<file path="src/rtl/lsu_pkg.sv">
package lsu_pkg;
  localparam logic [2:0] OP_LB  = 3'd0;
  localparam logic [2:0] OP_LBU = 3'd1;
  localparam logic [2:0] OP_LW  = 3'd2;
  localparam logic [2:0] OP_SB  = 3'd4;
  localparam logic [2:0] OP_SW  = 3'd5;

  typedef enum logic [1:0] {
    ST_IDLE = 2'd0,
    ST_LO   = 2'd1,
    ST_HI   = 2'd2,
    ST_FIN  = 2'd3
  } lsu_state_e;

  function automatic logic op_is_store(input logic [2:0] op);
    return op[2];
  endfunction

  function automatic logic op_is_word(input logic [2:0] op);
    return (op == OP_LW) || (op == OP_SW);
  endfunction

  function automatic logic op_is_legal(input logic [2:0] op);
    return (op == OP_LB) || (op == OP_LBU) || (op == OP_LW) ||
           (op == OP_SB) || (op == OP_SW);
  endfunction
endpackage

</file>
<file path="src/rtl/lsu_agen.sv">
module lsu_agen #(
  parameter int ADDR_W = 16,
  parameter int OFF_W  = 7
) (
  input  logic [ADDR_W-1:0] base,
  input  logic [OFF_W-1:0]  offset,
  output logic [ADDR_W-1:0] eff_addr
);
  localparam int EXT_W = ADDR_W - OFF_W;

  logic [ADDR_W-1:0] off_ext;

  always_comb begin
    off_ext  = {{EXT_W{offset[OFF_W-1]}}, offset};
    eff_addr = base + off_ext;
  end
endmodule

</file>
<file path="src/rtl/lsu_extend.sv">
module lsu_extend #(
  parameter int BYTE_W = 8
) (
  input  logic [2:0]          op,
  input  logic [BYTE_W-1:0]   lo_byte,
  input  logic [BYTE_W-1:0]   hi_byte,
  output logic [2*BYTE_W-1:0] word
);
  import lsu_pkg::*;

  always_comb begin
    unique case (op)
      OP_LB:   word = {{BYTE_W{lo_byte[BYTE_W-1]}}, lo_byte};
      OP_LW:   word = {hi_byte, lo_byte};
      default: word = {{BYTE_W{1'b0}}, lo_byte};
    endcase
  end
endmodule

</file>
<file path="src/rtl/lsu_seq.sv">
module lsu_seq #(
  parameter int ADDR_W = 16,
  parameter int BYTE_W = 8
) (
  input  logic                clk,
  input  logic                rst,
  input  logic                req_valid,
  input  logic [2:0]          req_op,
  input  logic [ADDR_W-1:0]   eff_addr,
  input  logic [2*BYTE_W-1:0] req_wdata,
  input  logic [BYTE_W-1:0]   bus_rdata,
  output logic [ADDR_W-1:0]   bus_addr,
  output logic [BYTE_W-1:0]   bus_wdata,
  output logic                bus_rnw,
  output logic                done,
  output logic [2:0]          op_q,
  output logic [BYTE_W-1:0]   lo_q,
  output logic                hi_phase,
  output logic                ld_we
);
  import lsu_pkg::*;

  lsu_state_e        st;
  logic [BYTE_W-1:0] wd_hi_q;
  logic              accept;

  always_comb begin
    accept   = req_valid && op_is_legal(req_op) &&
               ((st == ST_IDLE) || (st == ST_FIN));
    hi_phase = (st == ST_HI);
    ld_we    = !op_is_store(op_q) &&
               (((st == ST_LO) && !op_is_word(op_q)) || (st == ST_HI));
  end

  always_ff @(posedge clk) begin
    if (rst) begin
      st        <= ST_IDLE;
      bus_addr  <= '0;
      bus_wdata <= '0;
      bus_rnw   <= 1'b1;
      done      <= 1'b0;
      op_q      <= OP_LB;
      lo_q      <= '0;
      wd_hi_q   <= '0;
    end else begin
      done <= 1'b0;
      unique case (st)
        ST_LO: begin
          lo_q <= bus_rdata;
          if (op_is_word(op_q)) begin
            st        <= ST_HI;
            bus_addr  <= bus_addr + 1'b1;
            bus_wdata <= op_is_store(op_q) ? wd_hi_q : '0;
          end else begin
            st        <= ST_FIN;
            done      <= 1'b1;
            bus_rnw   <= 1'b1;
            bus_wdata <= '0;
          end
        end
        ST_HI: begin
          st        <= ST_FIN;
          done      <= 1'b1;
          bus_rnw   <= 1'b1;
          bus_wdata <= '0;
        end
        default: begin
          if (accept) begin
            st        <= ST_LO;
            op_q      <= req_op;
            wd_hi_q   <= req_wdata[2*BYTE_W-1:BYTE_W];
            bus_addr  <= eff_addr;
            bus_rnw   <= !op_is_store(req_op);
            bus_wdata <= op_is_store(req_op) ? req_wdata[BYTE_W-1:0] : '0;
          end else begin
            st        <= ST_IDLE;
            bus_rnw   <= 1'b1;
            bus_wdata <= '0;
          end
        end
      endcase
    end
  end


  done_pulse_chk: assert property (@(posedge clk) disable iff (rst)
    done |=> !done);


  hi_addr_chk: assert property (@(posedge clk) disable iff (rst)
    (st == ST_HI) |-> (bus_addr == ADDR_W'($past(bus_addr) + 1'b1)));


  byte_single_chk: assert property (@(posedge clk) disable iff (rst)
    (st == ST_HI) |-> op_is_word(op_q));


  write_strobe_chk: assert property (@(posedge clk) disable iff (rst)
    !bus_rnw |-> (((st == ST_LO) || (st == ST_HI)) && op_is_store(op_q)));


  busy_hold_chk: assert property (@(posedge clk) disable iff (rst)
    ((st == ST_LO) || (st == ST_HI)) |=> $stable(op_q));
endmodule

</file>
<file path="src/rtl/bytebus_lsu.sv">
module bytebus_lsu #(
  parameter int ADDR_W = 16,
  parameter int BYTE_W = 8,
  parameter int OFF_W  = 7
) (
  input  logic                clk,
  input  logic                rst,
  input  logic                req_valid,
  input  logic [2:0]          req_op,
  input  logic [ADDR_W-1:0]   req_base,
  input  logic [OFF_W-1:0]    req_offset,
  input  logic [2*BYTE_W-1:0] req_wdata,
  output logic [ADDR_W-1:0]   bus_addr,
  output logic [BYTE_W-1:0]   bus_wdata,
  output logic                bus_rnw,
  input  logic [BYTE_W-1:0]   bus_rdata,
  output logic [2*BYTE_W-1:0] ld_data,
  output logic                done
);
  import lsu_pkg::*;

  localparam int WORD_W = 2 * BYTE_W;

  logic [ADDR_W-1:0] eff_addr;
  logic [2:0]        op_q;
  logic [BYTE_W-1:0] lo_q;
  logic [BYTE_W-1:0] lo_src;
  logic              hi_phase;
  logic              ld_we;
  logic [WORD_W-1:0] ext_word;

  lsu_agen #(.ADDR_W(ADDR_W), .OFF_W(OFF_W)) u_agen (
    .base     (req_base),
    .offset   (req_offset),
    .eff_addr (eff_addr)
  );

  lsu_seq #(.ADDR_W(ADDR_W), .BYTE_W(BYTE_W)) u_seq (
    .clk       (clk),
    .rst       (rst),
    .req_valid (req_valid),
    .req_op    (req_op),
    .eff_addr  (eff_addr),
    .req_wdata (req_wdata),
    .bus_rdata (bus_rdata),
    .bus_addr  (bus_addr),
    .bus_wdata (bus_wdata),
    .bus_rnw   (bus_rnw),
    .done      (done),
    .op_q      (op_q),
    .lo_q      (lo_q),
    .hi_phase  (hi_phase),
    .ld_we     (ld_we)
  );

  assign lo_src = hi_phase ? lo_q : bus_rdata;

  lsu_extend #(.BYTE_W(BYTE_W)) u_ext (
    .op      (op_q),
    .lo_byte (lo_src),
    .hi_byte (bus_rdata),
    .word    (ext_word)
  );

  always_ff @(posedge clk) begin
    if (rst)
      ld_data <= '0;
    else if (ld_we)
      ld_data <= ext_word;
  end


  lb_sext_chk: assert property (@(posedge clk) disable iff (rst)
    (done && (op_q == OP_LB)) |-> (ld_data[WORD_W-1:BYTE_W] == {BYTE_W{ld_data[BYTE_W-1]}}));


  lbu_zext_chk: assert property (@(posedge clk) disable iff (rst)
    (done && (op_q == OP_LBU)) |-> (ld_data[WORD_W-1:BYTE_W] == '0));
endmodule

</file>
<file path="config.mk">
export PLATFORM = sky130hd
export DESIGN_NAME = bytebus_lsu
export DESIGN_NICKNAME = d
export VERILOG_FILES = /design/src/rtl/lsu_pkg.sv /design/src/rtl/lsu_agen.sv /design/src/rtl/lsu_extend.sv /design/src/rtl/lsu_seq.sv /design/src/rtl/bytebus_lsu.sv
export SDC_FILE = /design/constraint.sdc
export NUM_CORES = 1
export LEC_CHECK = 0
export BUFFER_PORTS_ARGS = -buffer_cell sky130_fd_sc_hd__clkbuf_2
export CORE_UTILIZATION = 45
export DETAILED_ROUTE_END_ITERATION = 6
export PLACE_DENSITY_LB_ADDON = 0.2
export SLEW_MARGIN = 10
export SYNTH_ARGS = -nofsm -noshare
export SYNTH_HDL_FRONTEND = slang
export SYNTH_HIERARCHICAL = 1
export SYNTH_SLANG_ARGS = --single-unit
</file>
<file path="constraint.sdc">
create_clock -name clk -period 4.1 [get_ports clk]
set_input_delay 0.615 -clock clk [delete_from_list [all_inputs] [get_ports clk]]
set_output_delay 0.615 -clock clk [all_outputs]
set_load 0.005 [all_outputs]
</file>
# == Yosys cells after proc, flatten, opt, wreduce, memory -nomap -nowiden ==
# Cells that the tools add are included.
# classes
n_addsub,2
n_mul,0
div,0
magnitude_cmp,0
n_eq_ne,11
n_shift,0
n_mux,18
bitwise_logic,2
n_reduce_logical,21
# ops
op,n
case mux 16 bit (2 select lines),2
two-way mux 8 bit,5
two-way mux 16 bit,2
adder 16 x 1 -> 16 bit (second input constant),1
adder 16 bit,1
case mux 8 bit (2 select lines),1
equality test 3 bit (second input constant),3
logical OR 1 bit,7
equality test 3 x 2 -> 1 bit (second input constant),2
logical NOT 3 bit,2
two-way mux 1 bit,5
equality test 2 bit (second input constant),2
logical AND 1 bit,4
!= test 2 bit (second input constant),2
case mux 1 bit (2 select lines),2
case mux 2 bit (2 select lines),1
equality test 3 x 1 -> 1 bit (second input constant),1
logical NOT 1 bit,3
AND reduction 3 bit,1
equality test 2 x 1 -> 1 bit (second input constant),1
logical NOT 2 bit,1
inverter 1 bit,2
AND reduction 2 bit,1
nonzero test 2 bit,1
OR reduction 2 bit,1
# word_totals
reg_bits,63
latch_bits,0
ram_bits,0
mem_bits_ro,0
input_bits,53
wordCells,63
memories,0

# == Logic depth before layout (Yosys ltp) ==
# Gate-level depths: netlist of run 1.
# logic_depth
ltp_word,9
mapped_depth,10
mapped_depth_nobuf,10

# == Cells and area by module ==
# Netlist of run 1, hierarchy kept.
# by_module_without_submodules
module,instances,cells_per_inst,area_per_inst_um2
lsu_seq,1,250,2147.1
lsu_agen,1,98,724.4
bytebus_lsu,1,61,675.6
lsu_extend,1,29,215.2

# == Worst setup path before layout of run 1 ==
# No wires, ideal clock.
# synth_timing
path_kind,input port to flip-flop
startpoint,input port req_offset[0]
endpoint,register u_seq.bus_addr[10]
t_arrival_ns,2.590
required_time_ns,3.968
path_slack_ns,1.378
path_stages,10
path_buffers,0
cell_sequence,ha_1 > fa_1 > a21o_2 > a311oi_2 > o21ai_0 > a311oi_1 > nor3_1 > o2bb2ai_1 > a22oi_1 > a21oi_1
# synth_between
elab_chain_cells,3
# synth_lines
element,line,rtl
"start, declared",bytebus_lsu.sv:11,"input logic [OFF_W-1:0] req_offset,"
adder 16 bit,lsu_agen.sv:15,eff_addr = base + off_ext;
net eff_addr[10],bytebus_lsu.sv:24,logic [ADDR_W-1:0] eff_addr;
two-way mux 16 bit,lsu_seq.sv:68,if (accept) begin
case mux 16 bit (2 select lines),lsu_seq.sv:47,unique case (st)
"end signal, assigned",lsu_seq.sv:52,bus_addr <= bus_addr + 1'b1;
"end signal, assigned",lsu_seq.sv:72,bus_addr <= eff_addr;
"end, declared",lsu_seq.sv:12,"output logic [ADDR_W-1:0] bus_addr,"
# The timed path passes the listed nets, and every way through them passes these cells. The select of a mux whose other input is x is not followed.
# A chain may end at the register's enable or synchronous reset.

# == Worst setup path in the final report of run 1 ==
# Ends and elaborated chain as after synthesis.

==> impl_metrics.toml, run 1 <==
[outcome]
run_status = "finished clean"

[clocking]
root_buffer = "clkbuf_8"
holdBufCountCts = 0
worst_skew_pair.late_latency_ns = 0.35
post_cts_buffers = 0
post_cts_resize_count = 0
cts_tree = "done"
path_clk_slew_ns = 0.07
cts_sinks = 63
clockBufferDepth = 2
cts_inserted_buffers = 9
cts_max_level = 3

[die]
start_util_pct = 47.7
ioPinCount = 95
floorplan.rows = 32
dieHeight_um = 93.4
core_sq_um = 7890
dieArea_sq_um = 8730
dieWidth_um = 93.4

[critical_path]
max_stage_delay_ns = 0.41
required_ns = 4.30
cp-end-kind = "register"
crit_slowest_cell = "fa_1"
path_class = "in -> reg"
cp.arrival_ns = 2.86
worst-path-max-fanout = 3
path_cells = "clkbuf_2 > ha_1 > fa_1 > a21o_2 > a311oi_2 > o21ai_0 > a311oi_1 > nor3_1 > o2bb2ai_1 > a22oi_1 > a21oi_1"
cp-start-kind = "input pin"

[layout]
utilization_pct = 55.4
nets = 589
area_growth_pct = 16.1
nFillCells = 729
antenna_cells = 0
drive_above_1_share_pct = 27.0

[logic_synthesis]
syn_area_per_cell_sq_um = 8.59
synth_area_sq_um = 3760
yosysMostFrequentCell = "dfxtp_1"
synth_edf_count = 0
syn_inst = 438
synth_nets = 510
post-synth-top-area-fraction_pct = 33.5
synth_ff_type = "dfxtp_1"
async_flop_share_pct = 0
ys_ff_latch = 63
synth.area.top_cells = "dfxtp_1 (34%), mux2i_1 (7.2%), ha_1 (6.0%)"
ys_seq_area_share_pct = 33.5
synth_warnings = 6
ys_types = 62
synth_commonest_cells = "dfxtp_1 (63), nand2_1 (55), a21oi_1 (43)"
synth_top_area_cell = "dfxtp_1"

[drt]
vias = 3516
drt_wl_total_um = 9290
drc_errors = 0
viasPerCell = 5.63
drtAntennaViolNets = 0
routedWlPerCell_um = 14.9
drt_iter0_markers = 263
dr.pass1.iters = 5

[grt]
grt_overflow_total = 0
antenna_found_initial = 0
grt_pass1_vias = 3220
grt_pass1_wl_um = 15100
grt_max_degree = 33
grt_use_total_pct = 21.9

[timing]
drv_slew = 0
final.min_clock_period_ns = 2.66
fin_worst_skew_ns = 0.0102
tightest_slew_ns = 0.977
fin_crit_sh_pct = 64.8
hold_violations = 0
setup_violations = 0
rsz0062_at_grt = "no"
slew_headroom_pct = 34.7
max_clock_freq_mhz = 376
tns_ns = 0

[power]
powerDensity_nw_per_um2 = 405
power_leakage_nw = 1.80
vdd_drop_max_v = 0.000177

[min_path]
hold_path.class = "reg -> reg"

[place]
place_congestion = 0.892
dp_hpwl_um = 6880
place.port_buffers = 94

[flow_run]
drv_cap = 0
==> area by class of cell <==
cell class                      count  area, sq um  area share (%)
Sequential cell                    63         1260            28.9
Clock buffer                        9          124            2.84
Multi-Input combinational cell    338         2280            52.3
Inverter                            8         30.0           0.687
Timing Repair Buffer               97          493            11.3
Tap cell                          102          128            2.92
Clock inverter                      7         48.8            1.12
==> power by group <==
group	internal, W	switching, W	total [W]
clock	0.000220	0.000252	0.000472
sequential	0.000680	0.0000641	0.000744
combinational	0.000244	0.000307	0.000552
==> stage by stage <==
stage	cell area [sq um]	instances	worst slack [ns]	hold slack [ns]	power, W
2_1_floorplan	3760	438	1.38	0.437	0.00116
4_1_cts	4370	624	1.44	0.464	0.00178
3_3_place_gp	4200	608	1.16	0.445	0.00129
3_5_place_dp	4200	608	1.07	0.453	0.00131
6_report	4370	624	1.44	0.466	0.00177
5_1_grt	4370	624	1.24	0.473	0.00188
==> placed cells by master (no fill, tap or decap), types with 4 or more instances in the layout <==
cell / n
ha_1: 18
xnor2_1: 11
mux2i_1: 27
clkbuf_2: 94
o21bai_1: 4
nand3_1: 19
a21oi_1: 43
clkbuf_8: 9
o2bb2ai_1: 5
xor2_1: 5
a21oi_2: 8
inv_1: 8
nor3_1: 6
dfxtp_1: 63
nor2b_1: 4
and3_1: 6
nor2_1: 31
o21ai_0: 17
nor3b_1: 4
nand2_1: 55
a22o_1: 8
a211oi_1: 4
mux2_2: 8
==> kinds of logic after synthesis <==
group	Yosys count	share of synthesized area, %
AOI/OAI and AO/OA	121	22.1
muxes	35	9.58
and+or+nand+nor	147	18.7
adders and majority gates	19	6.52
DFF	63	33.5
buffers and inverters	37	5.82
xor gates and xnor gates	16	3.72
==> worst max-delay path, delay by kind of cell <==
family / cells / cell delay (ns)
compound gates: 7 / 1.45
fa+ha+maj: 2 / 0.63
buf+inv: 1 / 0.08
simple gates: 1 / 0.08
==> registers in the layout, indices dropped and copies added (netlist names) <==
name / flops
u_seq/lo_q: 8
u_seq/op_q: 3
u_seq/wd_hi_q: 8
u_seq/st: 2
ld_data: 16
u_seq/bus_rnw: 1
u_seq/done: 1
u_seq/bus_wdata: 8
u_seq/bus_addr: 16
==> routing by layer <==
metal	share of wire [%]	track usage, %	wire length [um]	vias to the layer above
li1	-	-	-	1742
met1	45	28.1	4170	1613
met2	46	36.1	4320	143
met3	6.2	3.01	576	18
met4	2.4	10.3	219	0
met5	0	0	0	-
==> path summary, 6_finish.rpt <==
path / start / end / slack (ns) / depth (start not counted)
max: req_offset[0] / u_seq/bus_addr[10] / 1.44 / 11
max reg2reg: u_seq/st[0] / u_seq/bus_wdata[4] / 1.65 / 5
min reg2reg: u_seq/wd_hi_q[0] / u_seq/wd_hi_q[0] / 0.47 / 2
min: u_seq/wd_hi_q[0] / u_seq/wd_hi_q[0] / 0.47 / 2
No activity file was read; power rests on OpenSTA's default activity.
==> run 2: changes to the inputs <==
==> constraint.sdc (replaced) <==
create_clock -name clk -period 2.8 [get_ports clk]
set_input_delay 0.42 -clock clk [delete_from_list [all_inputs] [get_ports clk]]
set_output_delay 0.42 -clock clk [all_outputs]
set_load 0.005 [all_outputs]
==> run 2 against run 1 <==
Combinational power grew 50%. Register-to-register slack got worse by 1.1 ns. Largest power group unchanged. Die area unchanged. Worst setup slack worse by 1.1 ns. Sequential power is 45% higher. Sequential cell count unchanged. Final area up 2.3%. Clock skew shrank 0.0034 ns. Power is 59% higher. Clock power rose by 90%. Final cell count increased by 0.96%. Critical path type unchanged. Critical path depth unchanged.
==> impl_metrics.toml, run 2 (same netlist as run 1, synthesis figures left out) <==
[power]
p_comb_share_pct = 29.4
powerDensity_nw_per_um2 = 628
power_leakage_nw = 1.85
p_clk_share_pct = 32.0
power.switching_w = 0.000914
internal_power_w = 0.00190
switching_share_pct = 32.5
seqPwrFrac_pct = 38.6
finalPower_w = 0.00281
vdd_drop_max_v = 0.000268

[die]
dieHeight_um = 93.4
dieArea_sq_um = 8730
floorplan.rows = 32
ioPinCount = 95
start_util_pct = 47.7
dieWidth_um = 93.4
core_sq_um = 7890

[clocking]
cts_sinks = 63
clockBufferDepth = 2
path_clk_slew_ns = 0.07
holdBufCountCts = 0
cts_max_level = 3
post_cts_buffers = 0
post_cts_resize_count = 0
worst_skew_pair.late_latency_ns = 0.34
cts_tree = "done"
cts_inserted_buffers = 9
root_buffer = "clkbuf_8"

[timing]
tns_ns = 0
drv_slew = 0
fin_worst_skew_ns = 0.00686
final.min_clock_period_ns = 2.47
max_clock_freq_mhz = 404
tightest_slew_ns = 0.718
rsz0062_at_grt = "no"
finalWorstSetupSlack_ns = 0.325
fin_crit_sh_pct = 88.4
hold_violations = 0
setup_violations = 0
slew_headroom_pct = 52.1

[min_path]
hold_path.class = "in -> reg"

[critical_path]
crit_slowest_cell = "fa_1"
path_class = "in -> reg"
cp-start-kind = "input pin"
cp.arrival_ns = 2.67
worst-path-max-fanout = 3
required_ns = 3.00
path_cells = "clkbuf_2 > ha_1 > fa_1 > a21o_2 > a311oi_2 > o21ai_0 > a311oi_1 > nor3_1 > o2bb2ai_1 > a22oi_1 > a21oi_1"
max_stage_delay_ns = 0.40
cp-end-kind = "register"

[drt]
vias = 3462
drt_iter0_markers = 300
drtAntennaViolNets = 0
dr.pass1.iters = 4
viasPerCell = 5.50
routedWlPerCell_um = 14.6
drc_errors = 0
drt_wl_total_um = 9210

[place]
dp_slack_ns = -0.0289
place.port_buffers = 94
dp_hpwl_um = 6900
place_congestion = 0.910

[layout]
antenna_cells = 0
area_growth_pct = 18.9
nets = 595
drive_above_1_share_pct = 27.8
utilization_pct = 56.7
top_regs = "ld_data (16), u_seq/bus_addr (16)"
final_cell_mix = "clkbuf_2 (94), dfxtp_1 (63), nand2_1 (55), a21oi_1 (43), nor2_1 (31)"
final_common_cell = "clkbuf_2"

[grt]
antenna_found_initial = 0
grt_overflow_total = 0
grt_max_degree = 58
grt_use_total_pct = 21.6
grt_pass1_vias = 3181
grt_pass1_wl_um = 14800

[flow_run]
drv_cap = 0

[outcome]
run_status = "finished clean"
-- run 2: cell count changes in the layout (fill, tap and decap cells not counted) --
| cell | change |
|---|---|
| clkbuf_8 | +1 |
| clkinvlp_4 | +1 |
| buf_4 | +6 |
| bufinv_16 | +2 |
| clkinv_4 | -1 |
| clkinv_2 | -3 |
-- run 2: cell type report --
| cell class | count | area (sq um) |
|---|---|---|
| clock buffers | 10 | 138 |
| clock inverters | 6 | 92.6 |
| fillers | 743 | 3420 |
| inverters | 8 | 30.0 |
| multi-input cells | 338 | 2280 |
| flip-flops and latches | 63 | 1260 |
| well taps | 102 | 128 |
| repair buffers | 103 | 538 |
-- run 2: final timing paths --
kind | start | endpoint | slack, ns | depth (start not counted)
setup / recovery | req_offset[0] | u_seq/bus_addr[10] | 0.33 | 11
hold / removal | rst | u_seq/st[1] | 0.28 | 2
setup reg to reg | u_seq/op_q[1] | u_seq/bus_addr[9] | 0.55 | 6
hold reg to reg | u_seq/wd_hi_q[5] | u_seq/wd_hi_q[5] | 0.46 | 2
-- run 2: routing by layer --
layer	global-route usage [%]	wire length [um]	vias to the layer above
li1	-	-	1753
met1	27.1	4170	1613
met2	36.7	4420	90
met3	4.72	525	6
met4	6.79	95	0
met5	0	0	-
-- run 2: worst max-delay path, delay by kind of cell --
family                   cells  cell delay, ns
AO/OA/AOI/OAI                7            1.49
AND/OR/NAND/NOR              1            0.07
buffers and inverters        1            0.08
adder cells (fa/ha/maj)      2            0.61
-- run 2: through the flow --
stage	hold WS [ns]	instances	area (sq um)
2_1_floorplan	0.437	438	3760
3_3_place_gp	0.445	614	4240
3_5_place_dp	0.452	614	4240
4_1_cts	0.271	630	4470
5_1_grt	0.267	630	4470
6_report	0.285	630	4470
-- run 2: power groups by stage --
stage / Sequential, W / Combinational (W) / Clock (W)
after floorplan: 0.00109 / 0.000608 / 0
after global placement: 0.00110 / 0.000809 / 0
after detailed placement: 0.00110 / 0.000825 / 0
after CTS: 0.00108 / 0.000828 / 0.000914
after global routing: 0.00110 / 0.000910 / 0.000964
final: 0.00108 / 0.000827 / 0.000899
